## config.mk

```make
export PLATFORM = sky130hd
export DESIGN_NAME = ds_mcm_29_43
export DESIGN_NICKNAME = d
export VERILOG_FILES = /design/src/rtl/ds_mcm_pkg.sv /design/src/rtl/ds_shift.sv /design/src/rtl/ds_addsub.sv /design/src/rtl/ds_delay.sv /design/src/rtl/ds_framer.sv /design/src/rtl/ds_mcm_29_43.sv
export SDC_FILE = /design/constraint.sdc
export NUM_CORES = 1
export LEC_CHECK = 0
export BUFFER_PORTS_ARGS = -buffer_cell sky130_fd_sc_hd__buf_2
export CAP_MARGIN = 20
export CORE_MARGIN = 2
export CORE_UTILIZATION = 30
export CTS_BUF_LIST = sky130_fd_sc_hd__clkbuf_8
export CTS_CLUSTER_DIAMETER = 150
export DETAILED_ROUTE_END_ITERATION = 16
export PLACE_DENSITY_LB_ADDON = 0.1
export SLEW_MARGIN = 25
export SYNTH_ARGS = -nofsm -noshare
export SYNTH_HDL_FRONTEND = slang
export SYNTH_SLANG_ARGS = --single-unit
```

## constraint.sdc

```tcl
create_clock -name clk -period 2.3 [get_ports clk]
set_input_delay 0.115 -clock clk [delete_from_list [all_inputs] [get_ports clk]]
set_output_delay 0.115 -clock clk [all_outputs]
set_load 0.01 [all_outputs]
```

## src/rtl/ds_mcm_pkg.sv

```systemverilog
package ds_mcm_pkg;

   // integer ceiling division used to size frames
   function automatic int ceil_div(input int num, input int den);
      return (num + den - 1) / den;
   endfunction

   // number of extra result bits needed beyond the input width for 43x
   localparam int GROWTH_BITS = 6;

endpackage

```

## src/rtl/ds_shift.sv

```systemverilog
// Digit-serial left shift by SH bit positions: a delay made of flip-flops.
// History is treated as zero on the start digit so zeros enter the low bits.
module ds_shift #(
   parameter int DW = 2,
   parameter int SH = 1
) (
   input  logic          clk,
   input  logic          rst_n,
   input  logic          start,
   input  logic [DW-1:0] din,
   output logic [DW-1:0] dout
);
   localparam int HD = (SH + DW - 1) / DW;   // digits of history kept

   if (SH < 0) begin : g_bad_shift
      $error("ds_shift: SH must not be negative");
   end

   if (HD == 0) begin : g_pass
      assign dout = din;
   end else begin : g_delay
      logic [HD*DW-1:0]     hist_q;
      logic [HD*DW-1:0]     hist_eff;
      logic [(HD+1)*DW-1:0] window;

      assign hist_eff = start ? '0 : hist_q;
      assign window   = {din, hist_eff};
      assign dout     = window[HD*DW-SH +: DW];

      always_ff @(posedge clk or negedge rst_n) begin
         if (!rst_n) begin
            hist_q <= '0;
         end else begin
            hist_q <= window[(HD+1)*DW-1:DW];
         end
      end
   end

endmodule

```

## src/rtl/ds_addsub.sv

```systemverilog
// Digit-serial adder or subtractor with a registered result digit.
// The carry flip-flop restarts on the start digit (0 for add, 1 for subtract).
module ds_addsub #(
   parameter int DW  = 2,
   parameter bit SUB = 1'b0
) (
   input  logic          clk,
   input  logic          rst_n,
   input  logic          start,
   input  logic [DW-1:0] a,
   input  logic [DW-1:0] b,
   output logic [DW-1:0] sum_q
);
   logic          carry_q;
   logic          cin;
   logic [DW-1:0] b_eff;
   logic [DW:0]   total;

   if (SUB) begin : g_sub
      assign b_eff = ~b;
      assign cin   = start ? 1'b1 : carry_q;
   end else begin : g_add
      assign b_eff = b;
      assign cin   = start ? 1'b0 : carry_q;
   end

   assign total = {1'b0, a} + {1'b0, b_eff} + {{DW{1'b0}}, cin};

   always_ff @(posedge clk or negedge rst_n) begin
      if (!rst_n) begin
         sum_q   <= '0;
         carry_q <= 1'b0;
      end else begin
         sum_q   <= total[DW-1:0];
         carry_q <= total[DW];
      end
   end

endmodule

```

## src/rtl/ds_delay.sv

```systemverilog
// Plain digit delay line used to balance operand paths.
module ds_delay #(
   parameter int DW     = 2,
   parameter int STAGES = 1
) (
   input  logic          clk,
   input  logic          rst_n,
   input  logic [DW-1:0] din,
   output logic [DW-1:0] dout
);
   if (STAGES < 1) begin : g_bad_stages
      $error("ds_delay: STAGES must be at least 1");
   end

   logic [DW-1:0] pipe_q [STAGES];

   for (genvar s = 0; s < STAGES; s++) begin : g_stage
      always_ff @(posedge clk or negedge rst_n) begin
         if (!rst_n) begin
            pipe_q[s] <= '0;
         end else if (s == 0) begin
            pipe_q[s] <= din;
         end else begin
            pipe_q[s] <= pipe_q[(s == 0) ? 0 : s-1];
         end
      end
   end

   assign dout = pipe_q[STAGES-1];

endmodule

```

## src/rtl/ds_framer.sv

```systemverilog
// Word framing: tracks the digit index and replaces tail digits with sign copies.
module ds_framer #(
   parameter int DW = 2,
   parameter int NW = 8,
   parameter int ND_OUT = 7,
   parameter int CW = 3
) (
   input  logic          clk,
   input  logic          rst_n,
   input  logic          stb,
   input  logic [DW-1:0] din,
   output logic [DW-1:0] x_ext,
   output logic [CW-1:0] idx
);
   localparam int ND_IN = NW / DW;

   logic [CW-1:0] cnt_q;
   logic          sign_q;

   assign idx   = stb ? '0 : cnt_q;
   assign x_ext = (idx < CW'(ND_IN)) ? din : {DW{sign_q}};

   always_ff @(posedge clk or negedge rst_n) begin
      if (!rst_n) begin
         cnt_q  <= CW'(ND_OUT);
         sign_q <= 1'b0;
      end else begin
         if (idx < CW'(ND_OUT)) begin
            cnt_q <= idx + CW'(1);
         end
         if (idx == CW'(ND_IN - 1)) begin
            sign_q <= din[DW-1];
         end
      end
   end

endmodule

```

## src/rtl/ds_mcm_29_43.sv

```systemverilog
// Digit-serial multiplier of one stream by 29 and 43 via a shared 7x term.
module ds_mcm_29_43
   import ds_mcm_pkg::*;
#(
   parameter int DW = 2,
   parameter int NW = 8
) (
   input  logic          clk,
   input  logic          rst_n,
   input  logic          in_stb,
   input  logic [DW-1:0] in_digit,
   output logic          out_stb,
   output logic [DW-1:0] p29_digit,
   output logic [DW-1:0] p43_digit
);
   localparam int FRAME_BITS = NW + GROWTH_BITS;
   localparam int ND_OUT     = ceil_div(FRAME_BITS, DW);
   localparam int CW         = $clog2(ND_OUT + 1);
   localparam int LATENCY    = 3;

   if (!(DW == 1 || DW == 2 || DW == 4)) begin : g_bad_dw
      $error("ds_mcm_29_43: DW must be 1, 2 or 4");
   end
   if (NW < DW || (NW % DW) != 0) begin : g_bad_nw
      $error("ds_mcm_29_43: NW must be a positive multiple of DW");
   end

   // strobe alignment for each pipeline stage
   logic [LATENCY:1] stb_q;
   logic [LATENCY:0] stb_at;
   assign stb_at = {stb_q, in_stb};

   always_ff @(posedge clk or negedge rst_n) begin
      if (!rst_n) begin
         stb_q <= '0;
      end else begin
         stb_q <= stb_at[LATENCY-1:0];
      end
   end

   // stage 0: framing and sign extension
   logic [DW-1:0] x_ext;
   logic [CW-1:0] dig_idx;

   ds_framer #(.DW(DW), .NW(NW), .ND_OUT(ND_OUT), .CW(CW)) i_framer (
      .clk(clk), .rst_n(rst_n), .stb(in_stb), .din(in_digit),
      .x_ext(x_ext), .idx(dig_idx)
   );

   // stage 1: 7x = 8x - x
   logic [DW-1:0] x_sh3;
   logic [DW-1:0] m7;
   logic [DW-1:0] x_d1;

   ds_shift #(.DW(DW), .SH(3)) i_sh_x8 (
      .clk(clk), .rst_n(rst_n), .start(stb_at[0]), .din(x_ext), .dout(x_sh3)
   );
   ds_addsub #(.DW(DW), .SUB(1'b1)) i_sub_m7 (
      .clk(clk), .rst_n(rst_n), .start(stb_at[0]), .a(x_sh3), .b(x_ext), .sum_q(m7)
   );
   ds_delay #(.DW(DW), .STAGES(1)) i_dly_x (
      .clk(clk), .rst_n(rst_n), .din(x_ext), .dout(x_d1)
   );

   // stage 2: 29x = 4*7x + x, with 2*7x balanced alongside
   logic [DW-1:0] m28;
   logic [DW-1:0] m14;
   logic [DW-1:0] m14_d;
   logic [DW-1:0] m29;

   ds_shift #(.DW(DW), .SH(2)) i_sh_m28 (
      .clk(clk), .rst_n(rst_n), .start(stb_at[1]), .din(m7), .dout(m28)
   );
   ds_shift #(.DW(DW), .SH(1)) i_sh_m14 (
      .clk(clk), .rst_n(rst_n), .start(stb_at[1]), .din(m7), .dout(m14)
   );
   ds_addsub #(.DW(DW), .SUB(1'b0)) i_add_m29 (
      .clk(clk), .rst_n(rst_n), .start(stb_at[1]), .a(m28), .b(x_d1), .sum_q(m29)
   );
   ds_delay #(.DW(DW), .STAGES(1)) i_dly_m14 (
      .clk(clk), .rst_n(rst_n), .din(m14), .dout(m14_d)
   );

   // stage 3: 43x = 29x + 2*7x, 29x balanced to the same cycle
   logic [DW-1:0] m43;
   logic [DW-1:0] m29_d;

   ds_addsub #(.DW(DW), .SUB(1'b0)) i_add_m43 (
      .clk(clk), .rst_n(rst_n), .start(stb_at[2]), .a(m29), .b(m14_d), .sum_q(m43)
   );
   ds_delay #(.DW(DW), .STAGES(1)) i_dly_m29 (
      .clk(clk), .rst_n(rst_n), .din(m29), .dout(m29_d)
   );

   assign out_stb   = stb_at[LATENCY];
   assign p29_digit = m29_d;
   assign p43_digit = m43;

endmodule

```

==> metrics.txt, run 1 <==
status finished, final reports clean; GPL Wtd Cong 0.750; # rows 20; Syn Inst Count 64; CTS buffer count 3; CTS Buffer Depth 2; area of the multi-input gates 293 sq um; core area 3000 sq um; actual slew at the worst max-slew pin 0.529 ns; Seq/Total Area, Yosys 0.647; Synth Warn # 0; min-delay worst type input pin to flip-flop; DRC Markers 0; WP data required 2.44 ns; startpoint types flip-flop; largest net degree at the start of global routing 25; Worst-Skew Late Latency 0.26 ns; Setup WS post-layout 0.448 ns; Syn Std Cell Area 935 sq um; FF+latch area 604 sq um; CP max FO 4; Synth Net Count 77; vias in the first global route 513; Via density 4.19; P per Cell Area 1130 nW/um^2; Tmin final 1.85 ns; f_max 540 MHz; total of max-cap violations 0; Synth-to-Final Area Change 17.9%; clock sink total 24; first-pass GRT wire length 2230 microns; Die Area 3580 sq um; Post-CTS Setup Repair Bufs 0; Vias 465; Setup violations, final 0; Mean Syn Cell Area 14.6 sq um; Post-DP HPWL 873 microns; DRT Pass-1 Iters 3; Die Height 59.8 microns; Distinct cells, synth 17; Seq cells post-synth 24; Tcrit/Tclk final 0.805; Max transition margin 0.647; Fin. Hold Viols 0; Total GRT Usage 0.0892; Port-buffer cells 9; Routed Antenna Nets 0; Top Ports 10; VDD IR max 0.558 mV; max-slew violation count 0; critical path data arrival time 1.99 ns; Pwr Total 1.25 mW; grt total ovfl 0; fill count 290; Initial Utilization 0.311; ANT cells 0; critical path class flip-flop to flip-flop; endpoint class of the critical path flip-flop; Clock Skew 0.00533 ns; Root Buffer clkbuf_8; setup TNS 0 ns; initial antenna violation count 0; initial DRC count 6; Lkg Pwr 0.553 nW; Place WS 0.443 ns; Avg WL per Cell 11.0 microns; Post-Route WL 1230 microns; fraction of layout cells with a size suffix above 1 0.295; Nets 92; CTS tree done; H-Tree Depth 1; unrepaired setup endpoints after global routing no; clk slew on worst S/H paths 0.08 ns; die boundary width 59.8 microns
-- power breakdown --
part	leakage, nW	total, mW	internal (mW)	switching [mW]
combinational	0.235	0.256	0.117	0.139
clock	0.0357	0.365	0.232	0.132
sequential	0.283	0.626	0.576	0.0504
total	0.553	1.25	0.926	0.322
-- layout make-up --
class,instances,share of cell area
Clock buffer,3,0.0375
Clock inverter,1,0.0272
Inverter,10,0.0341
Multi-Input combinational cell,30,0.266
Sequential cell,24,0.548
Tap cell,33,0.0375
Timing Repair Buffer,10,0.0499
-- timing repair --
action,in CTS,in global routing
endpoints found under the hold margin,21,0
hold buffers,1,0
resized for setup,0,0
-- cell usage after synthesis --
| master | instances | area share |
|---|---|---|
| a21o_1 | 2 | 0.016 |
| a21oi_1 | 2 | 0.011 |
| and2b_2 | 4 | 0.037 |
| and3b_1 | 1 | 0.0094 |
| dfrtp_1 | 21 | 0.56 |
| dfstp_2 | 3 | 0.084 |
| fa_1 | 6 | 0.13 |
| ha_1 | 2 | 0.027 |
| inv_1 | 10 | 0.040 |
| mux2_2 | 1 | 0.012 |
| nand2_1 | 3 | 0.012 |
| nand2b_1 | 2 | 0.013 |
| nand2b_2 | 1 | 0.0094 |
| nand4b_1 | 1 | 0.0094 |
| nor2_1 | 2 | 0.0080 |
| nor2b_1 | 2 | 0.013 |
| or2_2 | 1 | 0.0067 |
-- flip-flops by register name, indices dropped and copies added (netlist names) --
signal	flops
i_add_m43.sum_q	2
i_sh_x8.g_delay.hist_q	1
i_framer.cnt_q	3
i_sub_m7.carry_q	1
i_sub_m7.sum_q	2
i_framer.sign_q	1
i_dly_m29.dout	2
stb_q	3
i_add_m29.carry_q	1
i_add_m29.sum_q	2
i_dly_m14.dout	1
i_dly_x.dout	2
i_add_m43.carry_q	1
i_sh_m14.g_delay.hist_q	2
-- layer usage --
layer  GRT usage  routed length [microns]  part of all wire  vias to the layer above
met4      0.0381                       17             0.014                        0
met3      0.0390                       46             0.038                        2
met5           0                        0                 0                        -
li1            -                        -                 -                      222
met1       0.101                      522              0.43                      231
met2       0.146                      639              0.52                       10
-- cell usage in the layout (no fill, tap or decap), types with 3 or more instances in the layout --
master,synthesis,routed
dfstp_2,3,3
dfrtp_1,21,21
inv_1,10,10
and2b_2,4,4
nand2_1,3,3
clkbuf_8,0,3
buf_2,0,9
fa_1,6,6
-- path summary, 6_finish.rpt --
path	startpoint	endpoint	slack [ns]	cells after the start
min in group asynchronous	rst_n	i_dly_m29.dout[0]	0.35	2
max in group asynchronous	rst_n	i_framer.cnt_q[2]	1.57	2
max	i_framer.cnt_q[2]	i_sub_m7.sum_q[1]	0.45	4
min reg2reg	i_sub_m7.sum_q[0]	i_sh_m14.g_delay.hist_q[0]	0.35	0
max reg2reg	i_framer.cnt_q[2]	i_sub_m7.sum_q[1]	0.45	4
min	in_stb	stb_q[1]	0.05	1
-- cell families after synthesis --
logic type | count (synthesis) | synth area share
compound gates | 4 | 0.0268
fa+ha+maj | 8 | 0.155
buf+inv | 10 | 0.0402
flops | 24 | 0.647
mux | 1 | 0.0120
simple gates | 17 | 0.119
-- per-stage QoR --
stage          cells  cell area, sq um  hold slack, ns  utilization
2_1_floorplan     64               935          -0.181            -
3_3_place_gp     106              1020           0.137        0.340
3_5_place_dp     106              1020           0.133        0.340
4_1_cts          111              1100          0.0501        0.367
5_1_grt          111              1100          0.0505        0.367
6_report         111              1100          0.0534        0.367
-- critical path, cell delays in order (launching register included) --
cell and delay (ns):
dfstp_2 0.56, and3b_1 0.23, a21oi_1 0.08, fa_1 0.43
fa_1 0.43
Power figures use the tool's default switching activity.
==> run 2: changes to the inputs <==
--- a/config.mk
+++ b/config.mk
@@ -5,6 +5,7 @@
 export SDC_FILE = /design/constraint.sdc
 export NUM_CORES = 1
 export LEC_CHECK = 0
+export ABC_AREA = 1
 export BUFFER_PORTS_ARGS = -buffer_cell sky130_fd_sc_hd__buf_2
 export CAP_MARGIN = 20
 export CORE_MARGIN = 2
==> constraint.sdc (replaced) <==
create_clock -name clk -period 1.51 [get_ports clk]
set_input_delay 0.0755 -clock clk [delete_from_list [all_inputs] [get_ports clk]]
set_output_delay 0.0755 -clock clk [all_outputs]
set_load 0.01 [all_outputs]
==> run 2 against run 1 <==
  * The flow now finishes with violations (setup timing)
  * First-iteration DRC count grew 67%
  * Combinational power grew 62%
  * Utilization grew 2.8 points
  * Highest routed layer unchanged
==> metrics.txt, run 2 <==
status complete, but fails checks; violated checks setup timing; Root Buffer clkbuf_8; total of max-cap violations 0 (unchanged); Yosys top cell area share 0.556 (-0.00596); Post-DP HPWL 974 microns (+12%); Avg WL per Cell 9.32 microns (-16%); core area 3030 sq um (+0.83%); Seq cells post-synth 24 (unchanged); CP max FO 2 (-2); most frequent cells in the layout dfrtp_1, inv_1, buf_2; Synth-to-Final Area Change 26.6%; NetSw 502 uW (+56%); Top Ports 10 (unchanged); Synth Warn # 0 (unchanged); Initial Utilization 0.312 (+0.000734); unrepaired setup endpoints after global routing yes; Mean Syn Cell Area 12.4 sq um (-15%); Vias 539 (+16%); most frequent cells after synthesis dfrtp_1, inv_1, nor2_1; initial DRC count 10 (+4); Lkg Pwr 0.615 nW (+11%); first-pass GRT wire length 2330 microns (+4.7%); clock share of power 0.294 (+0.002); Nets 112 (+22%); fraction of layout cells with a size suffix above 1 0.367 (+0.0725); H-Tree Depth 1 (unchanged); Seq/Total Area, Yosys 0.640 (-0.00685); critical path class flip-flop to flip-flop; largest net degree at the start of global routing 25 (unchanged); Tcrit/Tclk final 1.06 (+0.258); Tmin final 1.61 ns (-0.247 ns); Total GRT Usage 0.0921 (+0.00292); Via density 3.80 (-9.4%); initial antenna violation count 0 (unchanged); vias in the first global route 573 (+12%); die boundary width 60.1 microns (+0.50%); Post-synth EDFFs 0 (unchanged); min-delay worst type input pin to flip-flop; Pwr Total 1.89 mW (+52%); actual slew at the worst max-slew pin 0.526 ns (-0.00317 ns); reg2reg setup slack -0.1 ns (-0.54 ns); CTS Buffer Depth 2 (unchanged); Fin. Hold Viols 0 (unchanged); VDD IR max 1.34 mV (+140%); DRC Markers 0 (unchanged); top flop regs i_framer.cnt_q (3), stb_q (3); DRT Pass-1 Iters 2 (-1); Synth Net Count 89 (+16%); Die Area 3610 sq um (+1.0%); Max transition margin 0.649 (+0.00211); WP data required 1.66 ns (-0.78 ns); Syn Inst Count 76 (+19%); ranking of synthesized cells by area dfrtp_1, fa_1, dfstp_2, inv_1, nor2_1; utilization after layout 0.395 (+0.0280); most instantiated library cell after synthesis dfrtp_1; P per Cell Area 1580 nW/um^2 (+40%); post-route insts no fill 142 (+28%); Setup violations, final 2 (+2); critical path data arrival time 1.75 ns (-0.24 ns); Post-Route WL 1320 microns (+8.1%); endpoint class of the critical path flip-flop; # rows 20 (unchanged); startpoint types flip-flop; Clock Skew 0.00110 ns (-0.00424 ns); fill count 305 (+5.2%); Gate power share 0.219 (+0.014); Die Height 60.1 microns (+0.50%); Setup WS post-layout -0.0952 ns (-0.543 ns); ys async rst share 1.00 (unchanged); Worst-Skew Late Latency 0.26 ns (about the same); ANT cells 0 (unchanged); Routed Antenna Nets 0 (unchanged); Sw Share 0.265 (+0.00695); commonest non-fill, non-tap cell in the layout dfrtp_1; Placed Cells 134 (+26%); area leader, netlist dfrtp_1; setup TNS -0.132 ns (-0.132 ns); Internal 1.39 mW (+50%); clock sink total 24 (unchanged); Primary FF master, synth dfrtp_1; Seq pwr share 0.487 (-0.015); Port-buffer cells 9 (unchanged); fin area 1200 sq um (+8.5%); Post-DP Area 1080 sq um (+6.2%); GPL Wtd Cong 0.674 (-10%); CTS tree done; Distinct cells, synth 14 (-3); Syn Std Cell Area 945 sq um (+1.1%); clk slew on worst S/H paths 0.08 ns (about the same); grt total ovfl 0 (unchanged); CTS buffer count 3 (unchanged); max-slew violation count 0 (unchanged); f_max 623 MHz (+15%)
==> run 2: changes by cell type after synthesis, sizes merged, moves of 2 or more <==
cell | before | now
nand2 | 3 | 9
nor2 | 2 | 9
inv | 10 | 22
nand2b | 3 | 0
a21oi | 2 | 0
nor2b | 2 | 0
a21o | 2 | 0
and2b | 4 | 0
==> run 2: per-layer routing <==
metal | up-vias | part of all wire | global-route usage
met3 | 2 | 0.052 | 0.0455
met5 | - | 0 | 0
met1 | 269 | 0.38 | 0.0863
met4 | 0 | 0.012 | 0.0286
met2 | 13 | 0.55 | 0.172
li1 | 255 | - | -
==> run 2: final timing paths <==
| check | endpoint | from | cells after the start |
|---|---|---|---|
| max in group asynchronous | i_framer.cnt_q[2] | rst_n | 2 |
| hold reg to reg | i_sh_m14.g_delay.hist_q[0] | i_sub_m7.sum_q[0] | 0 |
| setup / recovery | i_sub_m7.sum_q[1] | i_framer.cnt_q[2] | 5 |
| hold / removal | i_framer.sign_q | in_digit[1] | 3 |
| min in group asynchronous | stb_q[3] | rst_n | 2 |
| setup reg to reg | i_sub_m7.sum_q[1] | i_framer.cnt_q[2] | 5 |
==> run 2: cells by family (layout without fill, tap and decap cells) <==
logic type	after synthesis	after routing	share of synthesized area
flip-flops	24	24	0.640
AO/OA/AOI/OAI	1	1	0.00529
buffers and inverters	22	44	0.0874
AND/OR/NAND/NOR	21	21	0.114
adder cells (fa/ha/maj)	8	8	0.154
==> run 2: cell type report <==
| cell class | instances | area [sq um] | area share |
|---|---|---|---|
| clock buffers | 3 | 41.3 | 0.0345 |
| inverters | 22 | 82.6 | 0.0690 |
| flip-flops and latches | 24 | 604 | 0.505 |
| well taps | 44 | 55.1 | 0.0460 |
| multi-input cells | 30 | 265 | 0.222 |
| clock inverters | 1 | 30.0 | 0.0251 |
| repair buffers | 18 | 118 | 0.0983 |
==> run 2: power by group through the flow <==
stage          Sequential, mW  Combinational (mW)  Clock (mW)
3_5_place_dp            0.938               0.415           0
6_report                0.922               0.414       0.558
3_3_place_gp            0.939               0.405           0
4_1_cts                 0.925               0.421       0.579
2_1_floorplan           0.963               0.213           0
5_1_grt                 0.947               0.497       0.608
==> run 2: metrics by stage <==
stage          hold WS (ns)  setup slack, ns
5_1_grt              0.0474           -0.133
6_report             0.0403          -0.0952
4_1_cts              0.0411          -0.0956
3_3_place_gp         0.0915          -0.0650
2_1_floorplan        -0.220           -0.101
3_5_place_dp         0.0940          -0.0819
==> run 2: worst max-delay path, stage by stage (launching register included) <==
cell,delay (ns)
dfstp_2,0.54
nand3_2,0.07
nand2_2,0.09
inv_2,0.04
fa_2,0.33
fa_1,0.43
==> run 2: timing repair <==
| action | CTS | global route |
|---|---|---|
| gates cloned | 0 | 0 |
| buffers inserted | 0 | 2 |
| gates resized for setup | 0 | 3 |
| hold endpoints to repair | 22 | 0 |
| hold buffers | 2 | 0 |
| pin swaps | 0 | 1 |
| setup endpoints to repair | 2 | 3 |
==> run 3: changes to the inputs <==
--- a/config.mk
+++ b/config.mk
@@ -5,7 +5,6 @@
 export SDC_FILE = /design/constraint.sdc
 export NUM_CORES = 1
 export LEC_CHECK = 0
-export ABC_AREA = 1
 export BUFFER_PORTS_ARGS = -buffer_cell sky130_fd_sc_hd__buf_2
 export CAP_MARGIN = 20
 export CORE_MARGIN = 2
@@ -14,7 +13,7 @@
 export CTS_CLUSTER_DIAMETER = 150
 export DETAILED_ROUTE_END_ITERATION = 16
 export PLACE_DENSITY_LB_ADDON = 0.1
-export SLEW_MARGIN = 25
+export SLEW_MARGIN = 10
 export SYNTH_ARGS = -nofsm -noshare
 export SYNTH_HDL_FRONTEND = slang
 export SYNTH_SLANG_ARGS = --single-unit
==> run 3 against run 2 <==
  * The flow still finishes with violations (setup timing)
  * Critical endpoint unchanged
  * Cell count fell by 18%
  * Clock skew rose by 0.0047 ns
  * Sequential power rose by 3.5%
==> metrics.txt, run 3 (same netlist as run 1, synthesis figures left out) <==
status complete, but fails checks; violated checks setup timing; critical path data arrival time 1.80 ns (+0.05 ns); Tmin final 1.66 ns (+0.0555 ns); crit path capture i_sub_m7.sum_q[1]; Worst-Skew Late Latency 0.26 ns (about the same); Setup WS post-layout -0.151 ns (-0.0555 ns); FF+latch area 604 sq um (unchanged); WP data required 1.65 ns (about the same); Initial Utilization 0.311 (-0.000734); vias in the first global route 578 (+0.87%); Post-DP HPWL 977 microns (+0.31%); # rows 20 (unchanged); die boundary width 59.8 microns (-0.50%); fill count 304 (-0.33%); DRT Pass-1 Iters 3 (+1); critical path launch point i_framer.cnt_q[2]; worst r2r src i_framer.cnt_q[2]; endpoint class of the critical path flip-flop; clock sink total 24 (unchanged); Setup violations, final 2 (unchanged); fraction of layout cells with a size suffix above 1 0.464 (+0.0969); CTS tree done; CTS Buffer Depth 2 (unchanged); Synth-to-Final Area Change 23.4%; Lkg Pwr 0.577 nW (-6.3%); GPL Wtd Cong 0.683 (+1.3%); most frequent cells in the layout dfrtp_1, buf_2, inv_1; Vias 486 (-9.8%); VDD IR max 0.452 mV (-66%); Routed Antenna Nets 0 (unchanged); Top Ports 10 (unchanged); Die Area 3580 sq um (-1.0%); first-pass GRT wire length 2460 microns (+5.6%); Port-buffer cells 9 (unchanged); Nets 98 (-13%); clk slew on worst S/H paths 0.09 ns (about the same); Die Height 59.8 microns (-0.50%); Post-Route WL 1320 microns (-0.23%); unrepaired setup endpoints after global routing yes; core area 3000 sq um (-0.83%); DRC Markers 0 (unchanged); Max transition margin 0.641 (-0.00822); f_max 602 MHz (-3.3%); commonest non-fill, non-tap cell in the layout dfrtp_1; depth of the worst register-to-register path 4 (-1); reg-to-reg endpoint i_sub_m7.sum_q[1]; Post-DP Area 1070 sq um (-1.0%); Root Buffer clkbuf_8; CTS buffer count 3 (unchanged); grt total ovfl 0 (unchanged); reg2reg setup slack -0.15 ns (-0.06 ns); CP max FO 3 (+1); Avg WL per Cell 11.3 microns (+21%); H-Tree Depth 1 (unchanged); setup TNS -0.235 ns (-0.103 ns); Tcrit/Tclk final 1.10 (+0.0368); fin area 1150 sq um (-3.6%); Total GRT Usage 0.0953 (+0.00314); max-slew violation count 0 (unchanged); Via density 4.15 (+9.4%); total of max-cap violations 0 (unchanged); largest net degree at the start of global routing 25 (unchanged); min-delay worst type input pin to flip-flop; P per Cell Area 1610 nW/um^2 (+1.9%); critical path class flip-flop to flip-flop; top flop regs i_framer.cnt_q (3), stb_q (3); Fin. Hold Viols 0 (unchanged); area of the multi-input gates 315 sq um (+19%); initial antenna violation count 0 (unchanged); Post-CTS Setup Repair Bufs 0 (unchanged); startpoint types flip-flop; ANT cells 0 (unchanged); Clock Skew 0.00578 ns (+0.00468 ns); initial DRC count 7 (-3); actual slew at the worst max-slew pin 0.538 ns (+0.0123 ns)
## run 3: metrics by stage
stage,hold slack [ns],cells,total power [mW],utilization,setup WS (ns)
floorplan,-0.220,64,1.23,-,-0.153
global placement,0.0973,112,1.42,0.358,-0.127
detailed placement,0.0972,112,1.44,0.358,-0.136
CTS,0.0353,117,1.88,0.379,-0.155
global route,0.0438,117,2.04,0.384,-0.204
finish,0.0390,117,1.86,0.384,-0.151
## run 3: repair_timing
item	CTS	global route
gates resized for setup	0	8
gates cloned	0	0
pin swaps	0	3
hold buffers	1	0
setup endpoints to repair	2	5
endpoints found under the hold margin	21	0
## run 3: worst max-delay path, stage by stage, from the launching register on
cell,delay (ns)
dfstp_2,0.54
and3b_2,0.19
a21oi_2,0.04
fa_2,0.33
fa_1,0.42
## run 3: how the worst min path moves through the flow
stage               slack, ns  cells past startpoint        start           endpoint
finish                   0.04                      2  in_digit[0]    i_dly_x.dout[0]
global route             0.04                      2  in_digit[1]    i_dly_x.dout[1]
CTS                      0.04                      2  in_digit[0]    i_dly_x.dout[0]
detailed placement        0.1                      1        rst_n  i_dly_m29.dout[0]
global placement          0.1                      1        rst_n  i_dly_m29.dout[0]
floorplan               -0.22                      0        rst_n  i_add_m29.carry_q
## run 3: power by group
part / total (mW) / internal [mW] / switching (mW)
clock: 0.434 / 0.232 / 0.202
sequential: 0.954 / 0.877 / 0.0772
combinational: 0.473 / 0.236 / 0.237
## run 3: final cells by class
type / instances / share of cell area
inverters: 10 / 0.0325
well taps: 33 / 0.0358
repair buffers: 16 / 0.0868
clock buffers: 4 / 0.0477
flip-flops and latches: 24 / 0.524
multi-input cells: 30 / 0.273
## run 3: metal layers
| metal | global-route usage | routed length (microns) | vias up |
|---|---|---|---|
| met2 | 0.165 | 684 | 10 |
| met3 | 0.0195 | 58 | 2 |
| met1 | 0.111 | 569 | 242 |
| li1 | - | - | 232 |
| met5 | 0 | 0 | - |
| met4 | 0.0476 | 8 | 0 |
